### src/rtl/mbs_pkg.sv
package mbs_pkg;

  // Synchronised view of the bus control pins
  typedef struct packed {
    logic mot;
    logic rstOk;
    logic pwr;
    logic csN;
    logic rw;
    logic ds;
    logic as;
  } ctrlPins_t;

  // Idle value of the synchronisers after reset: no access possible
  localparam ctrlPins_t PINS_IDLE = '{mot: 1'b0, rstOk: 1'b0, pwr: 1'b0,
                                      csN: 1'b1, rw: 1'b1, ds: 1'b1, as: 1'b0};

  // Strobes passed from control to datapath
  typedef struct packed {
    logic latchAddr;
    logic wrFire;
    logic rdActive;
  } busStrobe_t;

endpackage

### src/rtl/mbs_ctrl.sv
module mbs_ctrl
  import mbs_pkg::*;
#(
  parameter int SYNC_STAGES = 2
) (
  input  logic       clk,
  input  logic       rstN,
  input  logic       motSel,
  input  logic       asIn,
  input  logic       dsIn,
  input  logic       rwIn,
  input  logic       csN,
  input  logic       pwrGood,
  input  logic       busRstN,
  output busStrobe_t strb
);

  localparam int LAST = SYNC_STAGES - 1;

  ctrlPins_t pinNow;
  ctrlPins_t syncChain [SYNC_STAGES];
  ctrlPins_t cur;
  ctrlPins_t prv;

  assign pinNow = '{mot: motSel, rstOk: busRstN, pwr: pwrGood,
                    csN: csN, rw: rwIn, ds: dsIn, as: asIn};

  always_ff @(posedge clk or negedge rstN) begin
    if (!rstN) begin
      for (int i = 0; i < SYNC_STAGES; i++) syncChain[i] <= PINS_IDLE;
      prv <= PINS_IDLE;
    end else begin
      syncChain[0] <= pinNow;
      for (int i = 1; i < SYNC_STAGES; i++) syncChain[i] <= syncChain[i-1];
      prv <= syncChain[LAST];
    end
  end

  assign cur = syncChain[LAST];

  logic accessOk;
  logic asFall;
  logic levelWrEnd;
  logic strobeWrEnd;
  logic wrEdge;
  logic rdWindow;

  always_comb begin
    accessOk    = cur.pwr & cur.rstOk;
    asFall      = prv.as & ~cur.as;
    levelWrEnd  = prv.ds & ~cur.ds & ~prv.rw;
    strobeWrEnd = ~prv.rw & cur.rw;
    wrEdge      = cur.mot ? levelWrEnd : strobeWrEnd;
    rdWindow    = cur.mot ? (cur.ds & cur.rw) : ~cur.ds;
    strb.latchAddr = asFall & accessOk;
    strb.wrFire    = wrEdge & ~prv.csN & accessOk;
    strb.rdActive  = rdWindow & ~cur.csN & accessOk;
  end

  // an address-strobe fall cannot be seen in two consecutive cycles
  p_latch_single_r1: assert property (@(posedge clk) disable iff (!rstN)
    strb.latchAddr |=> !strb.latchAddr);

endmodule

### src/rtl/mbs_dp.sv
module mbs_dp
  import mbs_pkg::*;
#(
  parameter int ADDR_W      = 7,
  parameter int DATA_W      = 8,
  parameter int SYNC_STAGES = 2,
  parameter int RO_ADDR_LO  = 12,
  parameter int RO_ADDR_HI  = 13,
  parameter int PART_ADDR   = 10,
  parameter int PART_MASK   = 8'h7F
) (
  input  logic              clk,
  input  logic              rstN,
  input  logic [DATA_W-1:0] adIn,
  input  busStrobe_t        strb,
  input  logic [DATA_W-1:0] memRdData,
  output logic [DATA_W-1:0] adOut,
  output logic              adOe,
  output logic [ADDR_W-1:0] memAddr,
  output logic              memWrEn,
  output logic [ADDR_W-1:0] memWrAddr,
  output logic [DATA_W-1:0] memWrData,
  output logic [DATA_W-1:0] memWrMask
);

  localparam int LAST = SYNC_STAGES - 1;
  localparam logic [ADDR_W-1:0] RO_LO = ADDR_W'(RO_ADDR_LO);
  localparam logic [ADDR_W-1:0] RO_HI = ADDR_W'(RO_ADDR_HI);
  localparam logic [ADDR_W-1:0] PART  = ADDR_W'(PART_ADDR);
  localparam logic [DATA_W-1:0] PMASK = DATA_W'(PART_MASK);

  logic [DATA_W-1:0] adChain [SYNC_STAGES];
  logic [DATA_W-1:0] adCur;

  always_ff @(posedge clk or negedge rstN) begin
    if (!rstN) begin
      for (int i = 0; i < SYNC_STAGES; i++) adChain[i] <= '0;
    end else begin
      adChain[0] <= adIn;
      for (int i = 1; i < SYNC_STAGES; i++) adChain[i] <= adChain[i-1];
    end
  end

  assign adCur = adChain[LAST];

  logic roHit;
  logic [DATA_W-1:0] maskNext;

  always_comb begin
    roHit    = (memAddr == RO_LO) || (memAddr == RO_HI);
    maskNext = (memAddr == PART) ? PMASK : '1;
  end

  always_ff @(posedge clk or negedge rstN) begin
    if (!rstN) begin
      memAddr   <= '0;
      memWrEn   <= 1'b0;
      memWrAddr <= '0;
      memWrData <= '0;
      memWrMask <= '0;
      adOe      <= 1'b0;
      adOut     <= '0;
    end else begin
      if (strb.latchAddr) memAddr <= adCur[ADDR_W-1:0];
      memWrEn <= strb.wrFire & ~roHit;
      if (strb.wrFire) begin
        memWrAddr <= memAddr;
        memWrData <= adCur;
        memWrMask <= maskNext;
      end
      adOe  <= strb.rdActive;
      adOut <= strb.rdActive ? memRdData : '0;
    end
  end

  // a write request lasts one cycle
  p_wr_pulse_r2: assert property (@(posedge clk) disable iff (!rstN)
    memWrEn |=> !memWrEn);
  // protected locations never receive a write
  p_ro_block_r9: assert property (@(posedge clk) disable iff (!rstN)
    memWrEn |-> (memWrAddr != RO_LO && memWrAddr != RO_HI));
  // bus is driven only after the control opened a read window
  p_drive_window_r3: assert property (@(posedge clk) disable iff (!rstN)
    adOe |-> $past(strb.rdActive));
  // the address holds unless a capture was signalled
  p_addr_hold_r1: assert property (@(posedge clk) disable iff (!rstN)
    !strb.latchAddr |=> $stable(memAddr));

endmodule

### src/rtl/mux_bus_slave.sv
module mux_bus_slave
  import mbs_pkg::*;
#(
  parameter int ADDR_W      = 7,
  parameter int DATA_W      = 8,
  parameter int SYNC_STAGES = 2
) (
  input  logic              clk,
  input  logic              rstN,
  input  logic              motSel,
  input  logic              asIn,
  input  logic              dsIn,
  input  logic              rwIn,
  input  logic              csN,
  input  logic              pwrGood,
  input  logic              busRstN,
  input  logic [DATA_W-1:0] adIn,
  output logic [DATA_W-1:0] adOut,
  output logic              adOe,
  output logic [ADDR_W-1:0] memAddr,
  input  logic [DATA_W-1:0] memRdData,
  output logic              memWrEn,
  output logic [ADDR_W-1:0] memWrAddr,
  output logic [DATA_W-1:0] memWrData,
  output logic [DATA_W-1:0] memWrMask
);

  busStrobe_t strb;

  mbs_ctrl #(.SYNC_STAGES(SYNC_STAGES)) u_ctrl (
    .clk(clk), .rstN(rstN), .motSel(motSel), .asIn(asIn), .dsIn(dsIn),
    .rwIn(rwIn), .csN(csN), .pwrGood(pwrGood), .busRstN(busRstN),
    .strb(strb)
  );

  mbs_dp #(.ADDR_W(ADDR_W), .DATA_W(DATA_W), .SYNC_STAGES(SYNC_STAGES)) u_dp (
    .clk(clk), .rstN(rstN), .adIn(adIn), .strb(strb), .memRdData(memRdData),
    .adOut(adOut), .adOe(adOe), .memAddr(memAddr), .memWrEn(memWrEn),
    .memWrAddr(memWrAddr), .memWrData(memWrData), .memWrMask(memWrMask)
  );

endmodule

### config.mk
export PLATFORM = sky130hd
export DESIGN_NAME = mux_bus_slave
export DESIGN_NICKNAME = d
export VERILOG_FILES = /design/src/rtl/mbs_pkg.sv /design/src/rtl/mbs_ctrl.sv /design/src/rtl/mbs_dp.sv /design/src/rtl/mux_bus_slave.sv
export SDC_FILE = /design/constraint.sdc
export NUM_CORES = 1
export LEC_CHECK = 0
export ABC_AREA = 1
export ABC_CLOCK_PERIOD_IN_PS = 1550
export BUFFER_PORTS_ARGS = -buffer_cell sky130_fd_sc_hd__buf_2
export CORE_ASPECT_RATIO = 0.75
export CORE_MARGIN = 10
export CORE_UTILIZATION = 50
export CTS_CLUSTER_DIAMETER = 30
export DETAILED_ROUTE_END_ITERATION = 8
export MAX_ROUTING_LAYER = met4
export PLACE_DENSITY = 0.8
export SYNTH_ARGS = -nofsm -noshare
export SYNTH_HDL_FRONTEND = slang
export SYNTH_SLANG_ARGS = --single-unit
### constraint.sdc
create_clock -name clk -period 1.55 [get_ports clk]
set_input_delay 0.31 -clock clk [delete_from_list [all_inputs] [get_ports clk]]
set_output_delay 0.31 -clock clk [all_outputs]
set_load 0.01 [all_outputs]
==> flow_metrics.env <==
export IMPL_status="complete, no violations"
export IMPL_hold_viol_final=0
export IMPL_grt_usage_pct=11.9
export IMPL_cts_tree="yes"
export IMPL_gp_congestion=0.804
export IMPL_cts_sinks=68
export IMPL_rows=21
export IMPL_synth_largest_area_cell="dfrtp_1"
export IMPL_ant_nets=0
export IMPL_final_setup_viol_count=0
export IMPL_clockBufferDepth=2
export IMPL_yosysWarnings=0
export IMPL_worstSetupEndpointType="register"
export IMPL_fin_skew_ns=0.00580
export IMPL_cp_slowest_cell="dfstp_2"
export IMPL_synth_nets=208
export IMPL_hp_class="in2reg"
export IMPL_wire_per_inst_um=13.5
export IMPL_reg2regPathDepth=6
export IMPL_die_height_um=78.5
export IMPL_power_mw=3.80
export IMPL_final_nets=277
export IMPL_first_global_vias=1484
export IMPL_cp_arrival_ns=1.62
export IMPL_irDropWorstVdd_mv=0.836
export IMPL_use_met2_pct=18.0
export IMPL_slew_violations=0
export IMPL_root_buffer="clkbuf_8"
export IMPL_use_met3_pct=4.29
export IMPL_fill_cells=343
export IMPL_die_w_um=98.0
export IMPL_dp_hpwl_mm=3.13
export IMPL_dp_worst_setup_slack_ns=0.193
export IMPL_wl_mm=4.23
export IMPL_crit_cells=6
export IMPL_clock_latency_ns=0.33
export IMPL_vias=1421
export IMPL_dpl_cell_count=297
export IMPL_insertedDiodeCount=0
export IMPL_routed_via_density=4.53
export IMPL_critPathTopFamily="simple AND/OR/NAND/NOR gates"
export IMPL_synthToLayoutAreaGrowth_pct=23.6
export IMPL_overflow=0
export IMPL_drive_gt1_share_pct=35.8
export IMPL_busiest_layer="met2"
export IMPL_worst_pin_slew_ns=0.646
export IMPL_cts_made_buffers=9
export IMPL_clkTransAtPathRegs_ns=0.06
export IMPL_drc_errors=0
export IMPL_critPathBufInv=1
export IMPL_syn_avg_cell_area_um2=12.5
export IMPL_syn_cell_area_um2=2280
export IMPL_relSlewSlack_pct=56.9
export IMPL_dr_pass1_iters=4
export IMPL_cp_cell_sequence="inv_1, nand3_1, nand2_2, nand2_4, nand2_1, nand2_1"
export IMPL_core_area_um2=4440
export IMPL_top_level_ports=65
export IMPL_synth_top_cell_area_share_pct=64.7
export IMPL_layout_min_cycle_time_ns=1.35
export IMPL_post_cts_buffers=0
export IMPL_io_buffer_count=64
export IMPL_first_iter_violations=70
export IMPL_antenna_found_initial=0
export IMPL_finalSetupTns_ns=0
export IMPL_fin_area_um2=2820
export IMPL_fmax_mhz=738
export IMPL_cp_common_cell="nand2_1"
export IMPL_met1_usage_pct=13.6
export IMPL_grt_max_degree=42
export IMPL_start_util_pct=51.4
export IMPL_min_path_cells=1
export IMPL_ys_ff_latch=68
export IMPL_place_area_um2=2650
export IMPL_slowest_delay_ns=0.55
export IMPL_multiInputGateArea_um2=438
export IMPL_worstPathRequired_ns=1.81
export IMPL_crit_type="reg2reg"
export IMPL_yosys_cell_types_count=17
export IMPL_finalCritPeriodShare_pct=87.4
export IMPL_rsz0062_at_grt="false"
export IMPL_powerDensity_nw_per_um2=1350
export IMPL_seq_area_frac_synth_pct=75.1
export IMPL_cts_htree_levels=3
export IMPL_synth_top_cells_by_area="dfrtp_1 65%, dfstp_2 10%, nand2_1 7.7%"
export IMPL_cp_max_fo=18
export IMPL_worst_slack_ns=0.196
export IMPL_leakagePower_nw=1.52
export IMPL_synth_cells=183
export IMPL_regArea_um2=1710
export IMPL_start_kind="register"
export IMPL_drv_cap=0
export IMPL_dieArea_um2=7690
export IMPL_final_cell_count_no_fill=314
export IMPL_grt_pass1_wl_mm=7.15
==> cells in the mapped netlist <==
| cell type | number |
|---|---|
| nor2_1 | 3 |
| nor3b_1 | 9 |
| nand3b_1 | 2 |
| buf_6 | 1 |
| nand2_4 | 1 |
| inv_1 | 15 |
| buf_2 | 2 |
| a21oi_1 | 1 |
| nand2_1 | 47 |
| a21oi_2 | 1 |
| o21ai_0 | 7 |
| nor3_4 | 1 |
| dfstp_2 | 9 |
| dfrtp_1 | 59 |
| buf_4 | 7 |
| nand2_2 | 1 |
| nand3_1 | 17 |
==> worst register-to-register path, cell delays in order (launching register included) <==
cell     delay [ns]
dfstp_2        0.55
inv_1          0.05
nand3_1        0.07
nand2_2        0.21
nand2_4        0.27
nand2_1        0.09
nand2_1        0.07
==> power by group <==
part | internal [mW] | leakage, nW | switching, mW
Sequential | 1.97 | 0.831 | 0.118
Combinational | 0.217 | 0.608 | 0.311
Clock | 0.621 | 0.0844 | 0.562
==> logic make-up (layout without fill, tap and decap cells) <==
kind of cell	count (synthesis)	in the layout	share of synthesized area (%)
AND/OR/NAND/NOR	81	81	17.1
flip-flops	68	68	75.1
buffers and inverters	25	99	5.70
AO/OA/AOI/OAI	9	9	2.14
==> final timing paths <==
kind,start,to,slack (ns)
worst max register to register,u_ctrl.cur[1],u_dp.memWrAddr[5],0.20
worst min-delay path,dsIn,u_ctrl.syncChain[8],0.08
worst min register to register,u_dp.adChain[10],u_dp.adCur[2],0.35
max in group asynchronous,rstN,u_ctrl.cur[2],0.76
min in group asynchronous,rstN,u_dp.memWrMask[6],0.50
worst max-delay path,u_ctrl.cur[1],u_dp.memWrAddr[5],0.20
==> routing by layer <==
metal	vias up	wire length (um)
li1	714	-
met1	654	1860
met2	45	2060
met3	8	226
met4	0	82
met5	-	0
==> repair_timing <==
item	4_1_cts	5_1_grt
setup endpoints to repair	0	0
hold buffers	1	0
hold endpoints to repair	58	0
resized for setup	0	0
==> registers in the layout, summed over array words and instances (netlist names) <==
signal and count:
u_ctrl.cur 7, u_ctrl.prv 4, u_ctrl.syncChain 7, u_dp.adChain 8, u_dp.adCur 8, u_dp.adOe 1
u_dp.adOut 8, u_dp.memAddr 7, u_dp.memWrAddr 7, u_dp.memWrData 8, u_dp.memWrEn 1, u_dp.memWrMask 2
==> final cells by class <==
cell class	instances	area share, %
clock buffers	14	5.41
clock inverters	2	0.355
inverters	15	2.00
multi-input cells	90	15.5
flip-flops and latches	68	60.8
well taps	57	2.53
repair buffers	68	13.4
==> cells in the final DEF, fill, tap and decap left out <==
cell type / synthesis / final
dfstp_2: 9 / 9
nand2_1: 47 / 47
nand3b_1: 2 / 2
nor2_1: 3 / 3
buf_4: 7 / 1
clkbuf_1: 0 / 4
dlygate4sd3_1: 0 / 1
nor3b_1: 9 / 9
a21oi_1: 1 / 1
nor3_4: 1 / 1
inv_1: 15 / 15
o21ai_0: 7 / 7
clkinv_2: 0 / 2
nand2_2: 1 / 1
nand2_4: 1 / 1
nand3_1: 17 / 17
buf_12: 0 / 2
dfrtp_1: 59 / 59
buf_2: 2 / 64
a21oi_2: 1 / 1
clkbuf_8: 0 / 10
==> through the flow <==
step	hold slack (ns)	utilization, %
finish	0.0786	63.5
global placement	0.318	59.6
CTS	0.0608	63.5
global route	0.0602	63.5
detailed placement	0.319	59.6
floorplan	0.0144	-
Note: power is estimated with default switching activity, not from simulation.
